--- config.mk ---
export PLATFORM = sky130hd
export DESIGN_NAME = ext_access_seq
export DESIGN_NICKNAME = d
export VERILOG_FILES = /design/src/rtl/ext_access_pkg.sv /design/src/rtl/ext_access_dp.sv /design/src/rtl/ext_access_ctrl.sv /design/src/rtl/ext_access_seq.sv
export SDC_FILE = /design/constraint.sdc
export NUM_CORES = 1
export LEC_CHECK = 0
export CAP_MARGIN = 20
export CORE_MARGIN = 2
export CORE_UTILIZATION = 43
export DETAILED_ROUTE_END_ITERATION = 6
export PLACE_DENSITY_LB_ADDON = 0.2
export REMOVE_ABC_BUFFERS = 1
export SYNTH_ARGS = -nofsm -noshare
export SYNTH_HDL_FRONTEND = slang
export SYNTH_HIERARCHICAL = 1
export SYNTH_SLANG_ARGS = --single-unit
--- constraint.sdc ---
create_clock -name clk -period 2.7 [get_ports clk]
set_clock_uncertainty 0.15 [all_clocks]
set_input_delay 0.54 -clock clk [delete_from_list [all_inputs] [get_ports clk]]
set_output_delay 0.54 -clock clk [all_outputs]
set_load 0.05 [all_outputs]
--- src/rtl/ext_access_pkg.sv ---
package ext_access_pkg;
  localparam int NUM_AREAS = 3;
  localparam int WAIT_W    = 2;
  localparam int DATA_W    = 16;
  localparam int BYTE_W    = 8;

  typedef enum logic [2:0] {ST_IDLE, ST_T1, ST_T2, ST_TW, ST_T3} busStateT;
  typedef enum logic [1:0] {AREA_MAIN = 2'd0, AREA_LARGE = 2'd1, AREA_AUX = 2'd2} areaT;

  typedef struct packed {
    logic              threeState;
    logic              progWait;
    logic              pinWait;
    logic [WAIT_W-1:0] waitCnt;
    logic              split;
  } accCfgT;

  typedef struct packed {
    logic accept;
    logic strobe;
    logic sample;
    logic nextByte;
  } dpCtlT;
endpackage

--- src/rtl/ext_access_dp.sv ---
module ext_access_dp
  import ext_access_pkg::*;
#(
  parameter int ADDR_W     = 24,
  parameter bit BURST_LEN3 = 1'b1
) (
  input  logic                          clk,
  input  logic                          rstN,
  input  dpCtlT                         ctl,
  input  logic                          reqWrite,
  input  logic                          reqWord,
  input  logic [ADDR_W-1:0]             reqAddr,
  input  logic [DATA_W-1:0]             reqWdata,
  input  logic [NUM_AREAS-1:0]          cfgWide,
  input  logic [NUM_AREAS-1:0]          cfgThree,
  input  logic [1:0]                    cfgModeMain,
  input  logic                          cfgModeLarge,
  input  logic [1:0]                    cfgModeAux,
  input  logic [NUM_AREAS*WAIT_W-1:0]   cfgWaitCnt,
  input  logic                          burstRom,
  input  logic [DATA_W-1:0]             busDin,
  output accCfgT                        cfgQ,
  output logic [ADDR_W-1:0]             busAddr,
  output logic                          busRd,
  output logic                          busWr,
  output logic [DATA_W-1:0]             busWdata,
  output logic [DATA_W-1:0]             rdData
);
  localparam int TOP_LSB = ADDR_W - 2;

  // per-area normalised settings, one generate slot per area
  logic [NUM_AREAS-1:0] areaThree;
  logic [1:0]           areaMode [NUM_AREAS];
  logic [WAIT_W-1:0]    areaCnt  [NUM_AREAS];

  for (genvar g = 0; g < NUM_AREAS; g++) begin : gArea
    assign areaCnt[g] = cfgWaitCnt[g*WAIT_W +: WAIT_W];
    if (g == int'(AREA_MAIN)) begin : gMain
      assign areaThree[g] = burstRom ? BURST_LEN3 : cfgThree[g];
      assign areaMode[g]  = cfgModeMain;
    end else if (g == int'(AREA_LARGE)) begin : gLarge
      assign areaThree[g] = cfgThree[g];
      assign areaMode[g]  = {1'b1, cfgModeLarge};
    end else begin : gAux
      assign areaThree[g] = cfgThree[g];
      assign areaMode[g]  = cfgModeAux;
    end
  end

  areaT   area;
  accCfgT cfgD;

  always_comb begin
    unique case (reqAddr[ADDR_W-1:TOP_LSB])
      2'b01:   area = AREA_LARGE;
      2'b10:   area = AREA_AUX;
      default: area = AREA_MAIN;
    endcase
    cfgD.threeState = areaThree[area];
    cfgD.progWait   = areaThree[area] & areaMode[area][1];
    cfgD.pinWait    = areaThree[area] & areaMode[area][0];
    cfgD.waitCnt    = areaCnt[area];
    cfgD.split      = reqWord & ~cfgWide[area];
  end

  logic              writeQ;
  logic              wordQ;
  logic              hiPhase;
  logic [DATA_W-1:0] wdataQ;
  logic [DATA_W-1:0] rdQ;
  logic [ADDR_W-1:0] curAddr;

  always_ff @(posedge clk or negedge rstN) begin
    if (!rstN) begin
      cfgQ    <= '0;
      writeQ  <= 1'b0;
      wordQ   <= 1'b0;
      hiPhase <= 1'b0;
      wdataQ  <= '0;
      rdQ     <= '0;
      curAddr <= '0;
    end else begin
      if (ctl.accept) begin
        cfgQ    <= cfgD;
        writeQ  <= reqWrite;
        wordQ   <= reqWord;
        wdataQ  <= reqWdata;
        hiPhase <= cfgD.split;
        curAddr <= reqWord ? {reqAddr[ADDR_W-1:1], 1'b0} : reqAddr;
      end
      if (ctl.sample && !writeQ) begin
        if (cfgQ.split) begin
          if (hiPhase) rdQ[DATA_W-1:BYTE_W] <= busDin[BYTE_W-1:0];
          else         rdQ[BYTE_W-1:0]      <= busDin[BYTE_W-1:0];
        end else if (wordQ) begin
          rdQ <= busDin;
        end else begin
          rdQ <= {{(DATA_W-BYTE_W){1'b0}}, busDin[BYTE_W-1:0]};
        end
      end
      if (ctl.nextByte) begin
        curAddr[0] <= 1'b1;
        hiPhase    <= 1'b0;
      end
    end
  end

  always_comb begin
    if (cfgQ.split)
      busWdata = {{(DATA_W-BYTE_W){1'b0}},
                  hiPhase ? wdataQ[DATA_W-1:BYTE_W] : wdataQ[BYTE_W-1:0]};
    else if (wordQ)
      busWdata = wdataQ;
    else
      busWdata = {{(DATA_W-BYTE_W){1'b0}}, wdataQ[BYTE_W-1:0]};
  end

  assign busAddr = curAddr;
  assign busRd   = ctl.strobe & ~writeQ;
  assign busWr   = ctl.strobe & writeQ;
  assign rdData  = rdQ;
endmodule

--- src/rtl/ext_access_ctrl.sv ---
module ext_access_ctrl
  import ext_access_pkg::*;
(
  input  logic   clk,
  input  logic   rstN,
  input  logic   reqValid,
  input  logic   extWait,
  input  accCfgT cfgQ,
  output dpCtlT  ctl,
  output logic   busy,
  output logic   done
);
  busStateT          state, nxt;
  logic [WAIT_W-1:0] waitLeft, nxtWait;
  logic              secondQ;
  logic              finishByte;
  logic              doneQ;

  always_comb begin
    nxt        = state;
    nxtWait    = waitLeft;
    finishByte = 1'b0;
    unique case (state)
      ST_IDLE: if (reqValid) nxt = ST_T1;
      ST_T1: begin
        nxt     = ST_T2;
        nxtWait = cfgQ.waitCnt;
      end
      ST_T2, ST_TW: begin
        if (!cfgQ.threeState) begin
          finishByte = 1'b1;
        end else if (cfgQ.progWait && waitLeft != '0) begin
          nxt     = ST_TW;
          nxtWait = WAIT_W'(waitLeft - 1'b1);
        end else if (cfgQ.pinWait && extWait) begin
          nxt = ST_TW;
        end else begin
          nxt = ST_T3;
        end
      end
      ST_T3: finishByte = 1'b1;
      default: nxt = ST_IDLE;
    endcase
    if (finishByte) nxt = (cfgQ.split && !secondQ) ? ST_T1 : ST_IDLE;

    ctl.accept   = (state == ST_IDLE) && reqValid;
    ctl.strobe   = (state == ST_T2) || (state == ST_TW) || (state == ST_T3);
    ctl.sample   = finishByte;
    ctl.nextByte = finishByte && cfgQ.split && !secondQ;
  end

  always_ff @(posedge clk or negedge rstN) begin
    if (!rstN) begin
      state    <= ST_IDLE;
      waitLeft <= '0;
      secondQ  <= 1'b0;
      doneQ    <= 1'b0;
    end else begin
      state    <= nxt;
      waitLeft <= nxtWait;
      doneQ    <= finishByte && !ctl.nextByte;
      if (ctl.accept)   secondQ <= 1'b0;
      if (ctl.nextByte) secondQ <= 1'b1;
    end
  end

  assign busy = (state != ST_IDLE);
  assign done = doneQ;
endmodule

--- src/rtl/ext_access_seq.sv ---
module ext_access_seq
  import ext_access_pkg::*;
#(
  parameter int ADDR_W     = 24,
  parameter bit BURST_LEN3 = 1'b1
) (
  input  logic                        clk,
  input  logic                        rstN,
  input  logic                        reqValid,
  input  logic                        reqWrite,
  input  logic                        reqWord,
  input  logic [ADDR_W-1:0]           reqAddr,
  input  logic [DATA_W-1:0]           reqWdata,
  input  logic [NUM_AREAS-1:0]        cfgWide,
  input  logic [NUM_AREAS-1:0]        cfgThree,
  input  logic [1:0]                  cfgModeMain,
  input  logic                        cfgModeLarge,
  input  logic [1:0]                  cfgModeAux,
  input  logic [NUM_AREAS*WAIT_W-1:0] cfgWaitCnt,
  input  logic                        burstRom,
  input  logic                        extWait,
  input  logic [DATA_W-1:0]           busDin,
  output logic                        busy,
  output logic                        done,
  output logic [DATA_W-1:0]           rdData,
  output logic [ADDR_W-1:0]           busAddr,
  output logic                        busRd,
  output logic                        busWr,
  output logic [DATA_W-1:0]           busWdata
);
  dpCtlT  ctl;
  accCfgT cfgQ;

  ext_access_ctrl u_ctrl (
    .clk      (clk),
    .rstN     (rstN),
    .reqValid (reqValid),
    .extWait  (extWait),
    .cfgQ     (cfgQ),
    .ctl      (ctl),
    .busy     (busy),
    .done     (done)
  );

  ext_access_dp #(.ADDR_W(ADDR_W), .BURST_LEN3(BURST_LEN3)) u_dp (
    .clk          (clk),
    .rstN         (rstN),
    .ctl          (ctl),
    .reqWrite     (reqWrite),
    .reqWord      (reqWord),
    .reqAddr      (reqAddr),
    .reqWdata     (reqWdata),
    .cfgWide      (cfgWide),
    .cfgThree     (cfgThree),
    .cfgModeMain  (cfgModeMain),
    .cfgModeLarge (cfgModeLarge),
    .cfgModeAux   (cfgModeAux),
    .cfgWaitCnt   (cfgWaitCnt),
    .burstRom     (burstRom),
    .busDin       (busDin),
    .cfgQ         (cfgQ),
    .busAddr      (busAddr),
    .busRd        (busRd),
    .busWr        (busWr),
    .busWdata     (busWdata),
    .rdData       (rdData)
  );
endmodule

# Word level (Yosys, flattened, before mapping)
# Cells that the tools add are included.
classes:
  reduce_logical: 23
  n_lt_le_gt_ge: 2
  n_mux: 38
  bitwise_logic: 8
  n_eq_ne: 13
  addsub: 1
ops:
  columns: ["op", "count"]
  rows:
  - ["$mux 16", 4]
  - ["$mux 8", 3]
  - ["$mux 3", 5]
  - ["$mux 1", 12]
  - ["$mux 2", 6]
  - ["$pmux 3 s4", 1]
  - ["$bmux 2 s2", 2]
  - ["$logic_and 1x1->1", 8]
  - ["$pmux 2 s2", 2]
  - ["$eq 3x2->1 const B", 2]
  - ["$ne 2x1->1 const B", 3]
  - ["$reduce_and 3->1", 2]
  - ["$reduce_bool 2->1", 3]
  - ["$and 1x1->1", 5]
  - ["$bmux 1 s2", 2]
  - ["$ne 2x2->1 const B", 2]
  - ["$reduce_and 2->1", 2]
  - ["$eq 3x1->1 const B", 1]
  - ["$eq 3x3->1 const B", 1]
  - ["$ge 3x3->1 const B", 1]
  - ["$logic_not 1->1", 3]
  - ["$logic_not 3->1", 1]
  - ["$lt 2x3->1 const B", 1]
  - ["$ne 3x1->1 const B", 1]
  - ["other kinds (10)", 12]
totals:
  inputBits: 80
  wordCells: 102
  reg_bits: 72

# Logic depth before layout (Yosys ltp)
depth:
  ltp_word: 8
  depth_mapped: 7
  mapped_depth_nobuf: 5

# Hierarchy
# The synthesis kept the hierarchy.
modules_own_cells:
  columns: ["module", "area_each_um2", "instances", "cells_each"]
  rows:
  - ["ext_access_dp", 2876.5, 1, 197]
  - ["ext_access_ctrl", 437.9, 1, 45]

# Worst setup path before layout
# Ideal clock, no wire load.
synth_timing:
  path_type: "reg2reg"
  startpoint: "register u_ctrl.state[1]"
  endpoint: "register u_dp.curAddr[10] (netlist: u_dp/busAddr[10])"
  t_arrival_ps: 2121
  setup_ps: 125
  setup_slack_ps: 304
  path_stages_with_launch: 7
  path_buffers: 3
  t_required_ps: 2425
  path_cell_list: "dfrtp_1 > buf_6 > or3_1 > nor2_2 > buf_2 > buf_2 > mux2_2"
synth_rtl:
  columns: ["item", "line", "source"]
  rows:
  - ["from (decl)", "ext_access_ctrl.sv:13", "busStateT state, nxt;"]
  - ["from (signal assigned)", "ext_access_ctrl.sv:59", "state <= nxt;"]
  - ["to (signal assigned)", "ext_access_dp.sv:89", "curAddr <= reqWord ? {reqAddr[ADDR_W-1:1], 1'b0} : reqAddr;"]
  - ["to (decl)", "ext_access_dp.sv:71", "logic [ADDR_W-1:0] curAddr;"]

# Worst setup path in the final report
layout_timing:
  startpoint: "register u_dp/cfgQ[0] (netlist name)"
  endpoint: "output busWdata[6]"
layout_via:
  elab_chain_len: 1
layout_rtl:
  columns: ["item", "line", "source"]
  rows:
  - ["$mux 16", "ext_access_dp.sv:109", "if (cfgQ.split)"]
  - ["to (decl)", "ext_access_seq.sv:29", "output logic [DATA_W-1:0] busWdata"]
# Every way passes these cells.

==> reports/metrics.yaml <==
status:
  outcome: "finished, final reports clean"
worst_setup_path:
  ff2ff_setup_slack_ns: 0.43
  crit_path_max_incr_delay_ns: 0.66
  crit_arrival_ns: 1.80
  cp_max_fo: 14
  cp-endpoint: "busWdata[6]"
  worstPathCellList: "nand2_2 > mux2_2 > buf_12"
  cp_data_required_time_ns: 2.01
  crit_family: "flip-flops"
  r2r_end: "u_dp/rdData[12]"
  cp_num_buf_inv: 1
  r2r_cells: 5
  cp-start-kind: "register"
  crit_path_end_kind: "output port"
  slowest_stage: "dfrtp_1"
  crit-reg2reg-launch: "u_ctrl/state[1]"
  crit_start: "u_dp/cfgQ[0]"
  critical_path_class: "reg2out"
  path_depth: 3
placed_design:
  dp_hpwl_mm: 5.53
  pre_cts_slack_ns: 0.342
  io_buffers: 139
  gp_congestion: 0.748
power_and_ir_drop:
  vdd_drop_max_v: 0.000788
  power_density_mw_per_mm2: 1400
  p_leak_nw: 2.21
global_route:
  grt_pass1_wl_mm: 12.6
  grt_overflow: 0
  antenna_found_initial: 0
  grt_max_degree: 73
  grt.total_usage: 0.190
  first_global_vias: 2564
clocking:
  cts-buffers-inserted: 9
  cts_tree: "built"
  htreeDepth: 3
  postCtsHoldBufs: 0
  clock_sinks: 72
  clk_latency_ns: 0.33
  clk_path_buf_depth: 2
  clk_pin_slew_worst_paths_ns: 0.08
  cts_root_buf: "clkbuf_8"
logic_synthesis:
  synthArstFlopShare: 1.00
  yosysMostFrequentCell: "dfrtp_1"
  synth-main-ff-cell: "dfrtp_1"
  synth_seq_area_share: 0.544
  synth_area_leaders: "dfrtp_1, mux2_2, mux2i_1"
  synth_cell_types: 42
  syn_inst: 242
  ys_warn_count: 6
  synth_edf_count: 0
  synthTopCellsByCount: "dfrtp_1, mux2_2, and2_1, inv_1, mux2i_1"
  syn_area_per_cell_um2: 13.7
  synthesis.area_mm2: 0.00331
  ys_ff_latch: 72
  netlist.area_leader.share: 0.544
  synth_top_cell_by_area: "dfrtp_1"
run:
  maxCapViolCount: 0
routing:
  wl_met1_mm: 3.19
  drt_wl_total_mm: 7.53
  firstDrtPassIters: 3
  routed-wl-met3_um: 710
  top_layer: "met4"
  post_drt_wl_per_cell_um: 15.4
  antenna_left: 0
  drtIter0Drc: 73
  wl_met2_mm: 3.57
  remaining_drc_errors: 0
  via_per_inst: 4.96
  vias: 2423
layout:
  multi_input_area_mm2: 0.00140
  finalNetCount: 464
  fill_cells: 573
  syn_to_final_growth_pct: 56.5
  antennaDiodeCount: 0
  ff_latch_area_mm2: 0.00180
  drive_gt1_frac: 0.295
floorplan:
  std_cell_rows: 32
  initial_core_util: 0.436
  dieArea_mm2: 0.00843
  die_h_um: 91.8
  die_w_um: 91.8
  pin_count: 140
  core_area_mm2: 0.00761
sta:
  whs_ns: 0.169
  hold_viol: 0
  period_needed_ns: 2.49
  setup_ws_ns: 0.206
  setup_tns_ns: 0
  fmax_mhz: 401
  setup_viol_count_final: 0
  slew_headroom: 0.403
  timing_worst_slew_pin_value_ns: 0.896
  maxSlewViolCount: 0
  fin_crit_sh: 0.924
  rsz0062_at_grt: "no"
worst_hold_path:
  hold_path.class: "in2async"
[sequential cells by signal, indices dropped and copies added, names as in the netlist, 2 cells and up]
register         flops
u_ctrl/state         3
u_dp/cfgQ            6
u_dp/busAddr        24
u_dp/rdData         16
u_ctrl/waitLeft      2
u_dp/wdataQ         16
[worst reg2reg max path, stage by stage, from the launching register on]
cell and delay [ns]:
dfrtp_1 0.48, or3b_4 0.42, and2_4 0.18, inv_1 0.08
nor3b_4 0.44, mux2_2 0.40
[how the worst min path moves through the flow]
stage	endpoint	slack [ns]	start	depth (start not counted)
3_5_place_dp	u_dp/busAddr[0]	0.33	u_dp/busAddr[0]	2
5_1_grt	u_ctrl/waitLeft[0]	0.25	rstN	1
6_report	u_ctrl/waitLeft[1]	0.17	rstN	1
3_3_place_gp	u_dp/busAddr[0]	0.33	u_dp/busAddr[0]	2
4_1_cts	u_ctrl/waitLeft[0]	0.21	rstN	1
2_1_floorplan	u_ctrl/done	0.09	rstN	0
[cells by family (layout without fill, tap and decap cells)]
| family | Yosys count | after routing | share of synthesized area |
|---|---|---|---|
| adders and majority gates | 1 | 1 | 0.00377 |
| and+or+nand+nor | 47 | 47 | 0.0970 |
| muxes | 77 | 77 | 0.258 |
| DFF | 72 | 72 | 0.544 |
| AOI/OAI and AO/OA | 25 | 25 | 0.0630 |
| buffers and inverters | 20 | 165 | 0.0343 |
[placed cells by master, fill, tap and decap left out, types with 2 or more instances in the layout]
cell / netlist / layout
a21oi_1: 3 / 3
a22o_1: 8 / 8
and2_1: 9 / 9
buf_12: 0 / 19
buf_4: 3 / 2
bufinv_16: 0 / 2
clkbuf_8: 0 / 11
clkdlybuf4s50_1: 0 / 119
dfrtp_1: 72 / 72
inv_1: 9 / 9
mux2_2: 68 / 68
mux2i_1: 9 / 9
nand2_1: 5 / 5
nand2b_1: 6 / 6
nand3_1: 2 / 2
nand3b_1: 6 / 6
nor2_1: 2 / 2
nor2b_1: 2 / 2
o2bb2ai_1: 2 / 2
o32ai_1: 2 / 2
or3_1: 3 / 3
or3b_4: 2 / 2
[per-stage QoR]
| stage | utilization | total power [mW] | area (um^2) | std cells |
|---|---|---|---|---|
| finish | 0.682 | 7.28 | 5190 | 489 |
| global route | 0.682 | 7.64 | 5190 | 489 |
| CTS | 0.681 | 7.37 | 5180 | 489 |
| detailed placement | 0.652 | 6.41 | 4960 | 474 |
| global placement | 0.652 | 6.33 | 4960 | 474 |
| floorplan | - | 4.64 | 3230 | 231 |
[repair_timing]
item                                    in CTS  in global routing
buffers inserted                             0                  0
resized for setup                            0                  1
endpoints found under the setup margin       0                  1
[per-layer routing]
layer  global-route usage  vias to the layer above
met4               0.0672                        0
met3               0.0756                        5
li1                     -                     1157
met2                0.300                       80
met1                0.239                     1181
met5                    0                        -
[power breakdown]
group	internal, mW	switching (mW)	total (mW)
Sequential	1.61	0.330	1.94
Clock	0.565	0.373	0.938
Combinational	1.95	2.46	4.41
[final cells by class]
type	instances	share of cell area
sequential	72	0.347
timing repair buffer	141	0.308
multi-input combinational	150	0.271
clock buffer	12	0.0299
tap	102	0.0246
clock inverter	3	0.0125
inverter	9	0.00651
No activity file was read; power rests on OpenSTA's default activity.
